**config.mk**
```make
export PLATFORM = sky130hd
export DESIGN_NAME = uart_fifo_ctl
export DESIGN_NICKNAME = d
export VERILOG_FILES = /design/src/rtl/uart_fifo_pkg.sv /design/src/rtl/uart_char_fifo.sv /design/src/rtl/uart_dma_req.sv /design/src/rtl/uart_fifo_ctl.sv
export SDC_FILE = /design/constraint.sdc
export NUM_CORES = 1
export LEC_CHECK = 0
export ABC_AREA = 1
export BUFFER_PORTS_ARGS = -buffer_cell sky130_fd_sc_hd__buf_2
export CAP_MARGIN = 20
export CORE_ASPECT_RATIO = 1.2
export CORE_UTILIZATION = 56
export CTS_CLUSTER_SIZE = 25
export DETAILED_ROUTE_END_ITERATION = 8
export HOLD_SLACK_MARGIN = 0.12
export PLACE_DENSITY = 0.73
export SKIP_LAST_GASP = 1
export SLEW_MARGIN = 0
export SYNTH_ARGS = -nofsm -noshare
export SYNTH_HDL_FRONTEND = slang
export SYNTH_SLANG_ARGS = --single-unit
```
**constraint.sdc**
```tcl
create_clock -name clk -period 4.6 [get_ports clk]
set_input_delay 0.46 -clock clk [delete_from_list [all_inputs] [get_ports clk]]
set_output_delay 0.46 -clock clk [all_outputs]
set_load 0.05 [all_outputs]
```
**src/rtl/uart_fifo_pkg.sv**
```systemverilog
package uart_fifo_pkg;

    localparam int unsigned CHAR_W = 8;

    typedef logic [CHAR_W-1:0] char_t;

    typedef enum logic [1:0] {
        TRIG_MIN  = 2'b00,
        TRIG_QTR  = 2'b01,
        TRIG_HALF = 2'b10,
        TRIG_HIGH = 2'b11
    } trig_sel_e;

    typedef enum logic {
        DMA_SINGLE = 1'b0,
        DMA_BLOCK  = 1'b1
    } dma_sig_e;

    typedef struct packed {
        trig_sel_e trig;
        dma_sig_e  sig;
        logic      fifo_on;
    } ctrl_t;

    // Unpack a control byte; bits 5:4 are discarded, bits 2:1 are strobes.
    function automatic ctrl_t decode_ctrl(input char_t b);
        ctrl_t c;
        c.fifo_on = b[0];
        c.sig     = dma_sig_e'(b[3]);
        c.trig    = trig_sel_e'(b[7:6]);
        return c;
    endfunction

    // Trigger level in characters for a queue of the given depth.
    function automatic int unsigned trig_chars(input trig_sel_e t, input int unsigned depth);
        case (t)
            TRIG_MIN:  return 1;
            TRIG_QTR:  return depth / 4;
            TRIG_HALF: return depth / 2;
            default:   return depth - 2;
        endcase
    endfunction

endpackage

```
**src/rtl/uart_char_fifo.sv**
```systemverilog
module uart_char_fifo
    import uart_fifo_pkg::*;
#(
    parameter int unsigned DEPTH = 16,
    parameter int unsigned CNT_W = $clog2(DEPTH + 1)
) (
    input  logic             clk,
    input  logic             rst,
    input  logic             flush,
    input  logic             push,
    input  logic             pop,
    input  char_t            wdata,
    input  logic [CNT_W-1:0] cap,
    output char_t            rdata,
    output logic [CNT_W-1:0] count,
    output logic             full,
    output logic             empty,
    output logic             dropped
);
    localparam int unsigned PTR_W = (DEPTH > 1) ? $clog2(DEPTH) : 1;

    char_t            mem [DEPTH];
    logic [PTR_W-1:0] wr_ptr, rd_ptr, wr_nxt, rd_nxt;
    logic             do_push, do_pop;

    generate
        if ((DEPTH & (DEPTH - 1)) == 0) begin : g_wrap_pow2
            assign wr_nxt = wr_ptr + 1'b1;
            assign rd_nxt = rd_ptr + 1'b1;
        end else begin : g_wrap_cmp
            assign wr_nxt = (wr_ptr == PTR_W'(DEPTH - 1)) ? '0 : wr_ptr + 1'b1;
            assign rd_nxt = (rd_ptr == PTR_W'(DEPTH - 1)) ? '0 : rd_ptr + 1'b1;
        end
    endgenerate

    assign empty   = (count == '0);
    assign full    = (count >= cap);
    assign do_pop  = pop && !empty;
    assign do_push = push && (!full || do_pop);
    assign dropped = push && !do_push && !flush;
    assign rdata   = mem[rd_ptr];

    always_ff @(posedge clk) begin
        if (rst || flush) begin
            wr_ptr <= '0;
            rd_ptr <= '0;
            count  <= '0;
        end else begin
            if (do_push) wr_ptr <= wr_nxt;
            if (do_pop)  rd_ptr <= rd_nxt;
            case ({do_push, do_pop})
                2'b10:   count <= count + 1'b1;
                2'b01:   count <= count - 1'b1;
                default: count <= count;
            endcase
        end
    end

    always_ff @(posedge clk) begin
        if (do_push && !flush && !rst) mem[wr_ptr] <= wdata;
    end

endmodule

```
**src/rtl/uart_dma_req.sv**
```systemverilog
module uart_dma_req #(
    parameter int unsigned DEPTH = 16,
    parameter int unsigned CNT_W = $clog2(DEPTH + 1)
) (
    input  logic             clk,
    input  logic             rst,
    input  logic             block_mode,
    input  logic [CNT_W-1:0] tx_count,
    input  logic [CNT_W-1:0] rx_count,
    input  logic [CNT_W-1:0] rx_level,
    output logic             txrdy_n,
    output logic             rxrdy_n,
    output logic             irq_tx,
    output logic             irq_rx
);
    logic rx_burst_q;
    logic tx_room, tx_empty, rx_empty;

    assign tx_room  = (tx_count < CNT_W'(DEPTH));
    assign tx_empty = (tx_count == '0);
    assign rx_empty = (rx_count == '0);
    assign irq_rx   = (rx_count >= rx_level);

    // Block signalling: once the trigger is reached, hold the request until drained.
    always_ff @(posedge clk) begin
        if (rst || !block_mode || rx_empty) rx_burst_q <= 1'b0;
        else if (irq_rx)                    rx_burst_q <= 1'b1;
    end

    always_comb begin
        if (block_mode) begin
            irq_tx  = tx_room;
            txrdy_n = !tx_room;
            rxrdy_n = !(irq_rx || (rx_burst_q && !rx_empty));
        end else begin
            irq_tx  = tx_empty;
            txrdy_n = !tx_empty;
            rxrdy_n = rx_empty;
        end
    end

endmodule

```
**src/rtl/uart_fifo_ctl.sv**
```systemverilog
module uart_fifo_ctl
    import uart_fifo_pkg::*;
#(
    parameter int unsigned DEPTH = 16
) (
    input  logic       clk,
    input  logic       rst,
    input  logic       host_wr,
    input  logic       host_wsel,
    input  logic [7:0] host_wdata,
    input  logic       host_rd,
    output logic [7:0] host_rdata,
    input  logic       tx_pop,
    output logic [7:0] tx_char,
    output logic       tx_pending,
    input  logic       rx_push,
    input  logic [7:0] rx_char,
    output logic       irq_rx_trig,
    output logic       irq_tx_req,
    output logic       txrdy_n,
    output logic       rxrdy_n,
    output logic       rx_overrun
);
    localparam int unsigned CNT_W = $clog2(DEPTH + 1);

    ctrl_t            ctrl_q, ctrl_new;
    logic             ctrl_wr, thr_wr, en_change;
    logic             flush_rx, flush_tx, block_mode;
    logic [CNT_W-1:0] cap, rx_level, tx_count, rx_count;
    logic             tx_full, tx_empty, tx_drop;
    logic             rx_full, rx_empty, rx_drop;

    assign ctrl_new   = decode_ctrl(host_wdata);
    assign ctrl_wr    = host_wr && host_wsel;
    assign thr_wr     = host_wr && !host_wsel;
    assign en_change  = ctrl_wr && (ctrl_new.fifo_on != ctrl_q.fifo_on);
    assign flush_rx   = ctrl_wr && (host_wdata[1] || en_change);
    assign flush_tx   = ctrl_wr && (host_wdata[2] || en_change);
    assign block_mode = ctrl_q.fifo_on && (ctrl_q.sig == DMA_BLOCK);
    assign cap        = ctrl_q.fifo_on ? CNT_W'(DEPTH) : CNT_W'(1);
    assign rx_level   = ctrl_q.fifo_on ? CNT_W'(trig_chars(ctrl_q.trig, DEPTH)) : CNT_W'(1);

    always_ff @(posedge clk) begin
        if (rst)          ctrl_q <= '0;
        else if (ctrl_wr) ctrl_q <= ctrl_new;
    end

    always_ff @(posedge clk) begin
        if (rst || flush_rx) rx_overrun <= 1'b0;
        else if (rx_drop)    rx_overrun <= 1'b1;
    end

    uart_char_fifo #(.DEPTH(DEPTH), .CNT_W(CNT_W)) tx_q_i (
        .clk(clk), .rst(rst), .flush(flush_tx),
        .push(thr_wr), .pop(tx_pop), .wdata(host_wdata), .cap(cap),
        .rdata(tx_char), .count(tx_count), .full(tx_full), .empty(tx_empty),
        .dropped(tx_drop)
    );

    uart_char_fifo #(.DEPTH(DEPTH), .CNT_W(CNT_W)) rx_q_i (
        .clk(clk), .rst(rst), .flush(flush_rx),
        .push(rx_push), .pop(host_rd), .wdata(rx_char), .cap(cap),
        .rdata(host_rdata), .count(rx_count), .full(rx_full), .empty(rx_empty),
        .dropped(rx_drop)
    );

    uart_dma_req #(.DEPTH(DEPTH), .CNT_W(CNT_W)) dma_i (
        .clk(clk), .rst(rst), .block_mode(block_mode),
        .tx_count(tx_count), .rx_count(rx_count), .rx_level(rx_level),
        .txrdy_n(txrdy_n), .rxrdy_n(rxrdy_n),
        .irq_tx(irq_tx_req), .irq_rx(irq_rx_trig)
    );

    assign tx_pending = !tx_empty;

endmodule

```
==> results of run 1 <==
[cell usage after synthesis, types with 14 or more instances]
cell type	n	area [um2]
buf_2	27	135
nor3_1	17	85.1
ha_1	26	325
clkbuf_1	14	52.6
nand2_1	133	499
dfxtp_1	40	801
edfxtp_1	256	7690
nor2_1	45	169
o21ai_0	75	375
inv_1	177	664
nand3_1	118	591
a21oi_1	91	455
o211ai_1	64	480
[flip-flops by register name, indices dropped and copies added, names as in the netlist, 4 cells and up, named ones only]
register and cells:
rx_q_i.mem 128, rx_q_i.rd_ptr 4, tx_q_i.count 5, rx_q_i.wr_ptr 4, tx_q_i.rd_ptr 4, tx_q_i.mem 128, rx_q_i.count 5, tx_q_i.wr_ptr 4
ctrl_q 4
[kinds of logic (layout without fill, tap and decap cells)]
group	count (synthesis)	in the layout	synth area share
compound gates	236	236	0.105
xor+xnor	10	10	0.00678
fa+ha+maj	28	28	0.0283
buf+inv	234	291	0.0754
flops	296	296	0.657
simple gates	347	347	0.128
[cell type report]
type / instances / share of cell area
clock buffers: 42 / 0.0579
multi-input cells: 621 / 0.242
repair buffers: 57 / 0.0229
clock inverters: 11 / 0.00998
flip-flops and latches: 296 / 0.595
well taps: 279 / 0.0244
inverters: 181 / 0.0482
[power groups by stage]
stage                     sequential [mW]  combinational [mW]  clock [mW]
after floorplan                      3.13                1.74           0
after global placement               3.35                1.91           0
after detailed placement             3.36                1.94           0
after CTS                            3.30                1.96        2.42
after global routing                 3.24                2.28        2.53
final                                3.21                2.07        2.39
[how the worst min path moves through the flow]
stage,from,to,slack [ns],cells after the start
floorplan,tx_q_i.rd_ptr[2],register,0.45,2
global placement,rx_overrun,rx_overrun,0.45,2
detailed placement,rx_overrun,rx_overrun,0.45,2
CTS,rst,dma_i.rx_burst_q,0.19,4
global route,rst,dma_i.rx_burst_q,0.23,4
finish,rst,dma_i.rx_burst_q,0.20,4
[metal layers]
metal	share of wire	global-route usage	wire, um
met1	0.40	0.272	10800
met5	0	0	0
met3	0.047	0.0233	1240
met4	0.034	0.0936	898
met2	0.51	0.411	13700
[worst max-delay path: stages, from the launching register on]
cell	delay (ns)
dfxtp_4	0.94
buf_4	0.38
o21ai_0	0.14
nand3_1	0.08
nand3_1	0.13
nand2_1	0.11
buf_2	0.26
[metrics by stage]
step / area [um2] / instances / hold slack [ns]
after detailed placement: 13200 / 1425 / 0.449
after global placement: 13200 / 1425 / 0.447
after floorplan: 12900 / 1151 / 0.446
final: 14300 / 1487 / 0.197
after global routing: 14300 / 1487 / 0.234
after CTS: 14200 / 1478 / 0.190
==> impl_metrics.yaml, run 1 <==
pwr:
  p_seq_frac: 0.419
  p_total_mw: 7.67
  power_frac_clock: 0.311
  p_sw_frac: 0.342
  power_leakage_nw: 5.31
  p_int_mw: 5.05
  vdd_drop_max_mv: 0.373
  power.switching_mw: 2.62
  combPwrFrac: 0.270
  powerDensity_mw_per_mm2: 537
detailed_routing:
  drt-initial-drc-count: 637
  vias_per_cell: 5.61
  wl_per_cell_um: 17.9
  wirelength_um: 26600
  ant_nets: 0
  drc: 0
  drt_first_pass_iters: 6
  vias: 8344
floorplanning:
  start_util: 0.574
  core_mm2: 0.0225
  rows: 60
  die_y_um: 168
  die_area_mm2: 0.0237
  die_width_um: 141
  io_pins: 45
logic_synthesis:
  ys_ff_latch: 296
  syn_inst: 1151
  synthesis.area_mm2: 0.0129
  yosysUniqueCellTypes: 37
  synth_flop_cell: "edfxtp_1"
  synth_nets: 1202
  synthArstFlopShare: 0
  synth.avg_cell_area_um2: 11.2
  seq_area_frac_synth: 0.657
  synth_edf_count: 256
  yosys_warnings: 0
clocking:
  clkLatencyLatePin_ns: 0.54
  holdBufCountCts: 0
  cts_setup_buffers: 0
  cts_tree: "yes"
  clk_pin_slew_ns: 0.06
  cts-htree-levels: 1
  cts_buffer_depth: 3
  clock-sinks: 296
  ctsResizeCount: 0
  cts_root_buf: "clkbuf_16"
  numCtsBuffers: 29
layout:
  multi_input_area_mm2: 0.00346
  antenna_cells: 0
  final.fill_count: 1732
  nets: 1237
  final_common_cell: "edfxtp_1"
  area_delta_synth_final_pct: 10.6
  utilization: 0.635
  final_cell_mix: "edfxtp_1 (256), inv_1 (177), nand2_1 (133)"
  drive_gt1_frac: 0.114
  regArea_mm2: 0.00850
global_routing:
  grt_max_degree: 129
  overflow: 0
  grt_pass1_wl_um: 41300
  grt.total_usage: 0.226
  first_global_vias: 8056
  antenna_found_initial: 0
worst_setup_path:
  worstPathArrival_ns: 2.61
  reg2reg_depth: 19
  crit_path_end: "host_rdata[2]"
  worstPathRequired_ns: 4.14
  start_kind: "register"
  worstReg2RegEnd: "rx_q_i.count[4]"
  critPathMaxFanout: 104
  r2r_start: "ctrl_q[0]"
  endpoint_kind: "primary output"
  path_class: "register to primary output"
  r2r_setup_slack_ns: 1.80
timing:
  setup_tns_ns: 0
  setup_viol: 0
  maxSlewHeadroom: 0.298
  fin_ws_ns: 1.53
  rsz0062_at_grt: "false"
  finalCriticalPeriod_ns: 3.07
  maxSlewViolCount: 0
  hold_viol_final: 0
  timing.final.crit_share: 0.667
  fin_worst_skew_ns: 0.00742
  max_freq_mhz: 326
  tightest_slew_ns: 1.05
hold_path:
  hold_class: "input pin to register"
placement:
  dp_slack_ns: 1.72
  io_buffers: 44
  gp_congestion: 0.873
  dp_hpwl_um: 16800
run:
  cap_violations: 0
outcome:
  status: "finished, final reports clean"
Power figures use the tool's default switching activity.
==> inputs of run 2 (changes only) <==
- ABC_AREA: 1 -> 0
- clock period: 4.6 -> 3.2 ns (I/O delays scaled with it)
==> run 2 against run 1 <==
Net effect:
- critical path depth up 6
- area after synthesis decreased by 8.0%
- setup slack worse by 1.4 ns
- global-route usage shrank 1.4 points
- clock skew grew 0.016 ns
- first-iteration DRC count down 28%
- sequential power grew 38%
- die area shrank 7.9%
- power up 26%
- design area down 5.1%
- wire length shrank 17%
- critical path type is now register to register
- highest routed layer unchanged
==> impl_metrics.yaml, run 2 <==
clocking:
  numCtsBuffers: 27
  cts_tree: "yes"
  cts_root_buf: "clkbuf_16"
  clk_pin_slew_ns: 0.06
  clkLatencyLatePin_ns: 0.54
  cts-htree-levels: 1
  cts_buffer_depth: 3
  clock-sinks: 296
floorplanning:
  start_util: 0.569
  die_area_mm2: 0.0218
  rows: 58
  io_pins: 45
  die_width_um: 135
  core_mm2: 0.0209
  die_y_um: 162
detailed_routing:
  wirelength_um: 22000
  drt-initial-drc-count: 461
  ant_nets: 0
  drt_first_pass_iters: 5
  vias: 5995
  drc: 0
  vias_per_cell: 5.94
  wl_per_cell_um: 21.8
placement:
  dp_slack_ns: 0.0645
  io_buffers: 44
  placed_cells: 957
  dp_hpwl_um: 14800
  gp_congestion: 0.810
logic_synthesis:
  synthArstFlopShare: 0
  synth_edf_count: 256
  synth_nets: 679
  synthesis.area_mm2: 0.0119
  yosysMostFrequentCell: "edfxtp_1"
  seq_area_frac_synth: 0.714
  synthTopCellsByArea: "edfxtp_1 (65%), mux4_2 (15%), dfxtp_1 (6.7%)"
  yosysTopAreaCell: "edfxtp_1"
  synth_flop_cell: "edfxtp_1"
  ys_ff_latch: 296
  syn_inst: 628
  synth_top_area_frac: 0.647
  ys_top_cells_by_count: "edfxtp_1 (256), mux4_2 (80), nor2_1 (48)"
  yosysUniqueCellTypes: 44
  synth.avg_cell_area_um2: 18.9
  yosys_warnings: 0
timing:
  maxSlewHeadroom: 0.588
  hold_viol_final: 0
  setup_tns_ns: 0
  setup_viol: 0
  finalCriticalPeriod_ns: 3.06
  timing.final.crit_share: 0.955
  tightest_slew_ns: 0.617
  max_freq_mhz: 327
  fin_worst_skew_ns: 0.0233
  maxSlewViolCount: 0
  fin_ws_ns: 0.144
pwr:
  vdd_drop_max_mv: 0.654
  powerDensity_mw_per_mm2: 712
  combPwrFrac: 0.239
  power_frac_clock: 0.302
  power.switching_mw: 2.76
  p_total_mw: 9.65
  p_int_mw: 6.89
  power_leakage_nw: 4.45
  p_sw_frac: 0.286
  p_seq_frac: 0.459
global_routing:
  grt_pass1_wl_um: 34600
  grt.total_usage: 0.212
  overflow: 0
  grt_max_degree: 33
  first_global_vias: 6238
  antenna_found_initial: 0
layout:
  multi_input_area_mm2: 0.00324
  largestRegisters: "rx_q_i.mem (128), tx_q_i.mem (128)"
  final.fill_count: 1400
  fin_cells: 1010
  final_cell_mix: "edfxtp_1 (256), mux4_2 (80), nor2_1 (48)"
  utilization: 0.649
  antenna_cells: 0
  area_delta_synth_final_pct: 14.0
  regArea_mm2: 0.00849
  nets: 773
  final_common_cell: "edfxtp_1"
  drive_gt1_frac: 0.293
worst_setup_path:
  worstPathRequired_ns: 3.65
  start_kind: "register"
  path_class: "register to register"
  reg2reg_depth: 12
  endpoint_kind: "register"
  worstPathArrival_ns: 3.51
  critPathMaxFanout: 6
hold_path:
  hold_path_depth: 3
  hold_class: "input pin to register"
run:
  cap_violations: 0
outcome:
  status: "finished, final reports clean"
## run 2: layout make-up
| cell class | count | share of cell area |
|---|---|---|
| sequential | 296 | 0.626 |
| timing repair buffer | 92 | 0.0463 |
| inverter | 19 | 0.00526 |
| clock inverter | 16 | 0.00729 |
| clock buffer | 31 | 0.0509 |
| multi-input combinational | 286 | 0.239 |
| tap | 270 | 0.0249 |
## run 2: worst paths after layout
| kind | slack, ns | start | to |
|---|---|---|---|
| max | 0.14 | tx_q_i.count[0] | tx_q_i.count[4] |
| max reg2reg | 0.14 | tx_q_i.count[0] | tx_q_i.count[4] |
| min reg2reg | 0.48 | dma_i.rx_burst_q | dma_i.rx_burst_q |
| min | 0.14 | host_wr | ctrl_q[3] |
## run 2: per-layer routing
metal,GRT usage,part of all wire
met1,0.255,0.38
met2,0.395,0.56
met3,0.0286,0.043
met4,0.0577,0.019
met5,0,0
## run 2: repair_timing
action	CTS	global route
gates resized for setup	0	6
endpoints found under the setup margin	0	2
hold buffers	4	0
setup buffers	0	2
hold endpoints to repair	6	0
## run 2: cells by family after synthesis
group,count (synthesis),synth area share
flops,296,0.714
xor+xnor,17,0.0125
buf+inv,46,0.0164
compound gates,44,0.0274
fa+ha+maj,28,0.0307
simple gates,113,0.0441
mux,84,0.155
## run 2: per-stage QoR
stage	hold slack, ns	instance area [um2]
after floorplan	0.389	11900
after global placement	0.448	12700
after detailed placement	0.477	12700
after CTS	0.122	13500
after global routing	0.146	13600
final	0.140	13600
## run 2: critical path, stage by stage, from the launching register on
cell and delay, ns:
dfxtp_1 0.48, inv_1 0.08, ha_1 0.29, nor4b_2 0.29, o311a_4 0.22, inv_1 0.04, ha_2 0.21, fa_1 0.43
a21o_1 0.18, a21oi_1 0.20, xor2_1 0.12, or3_1 0.32, a21oi_1 0.14
## run 2: power by group through the flow
stage / combinational [mW] / clock [mW] / sequential [mW]
2_1_floorplan: 1.75 / 0 / 4.47
3_3_place_gp: 2.18 / 0 / 4.50
3_5_place_dp: 2.26 / 0 / 4.51
4_1_cts: 2.28 / 2.97 / 4.43
5_1_grt: 2.49 / 3.11 / 4.45
6_report: 2.31 / 2.91 / 4.43
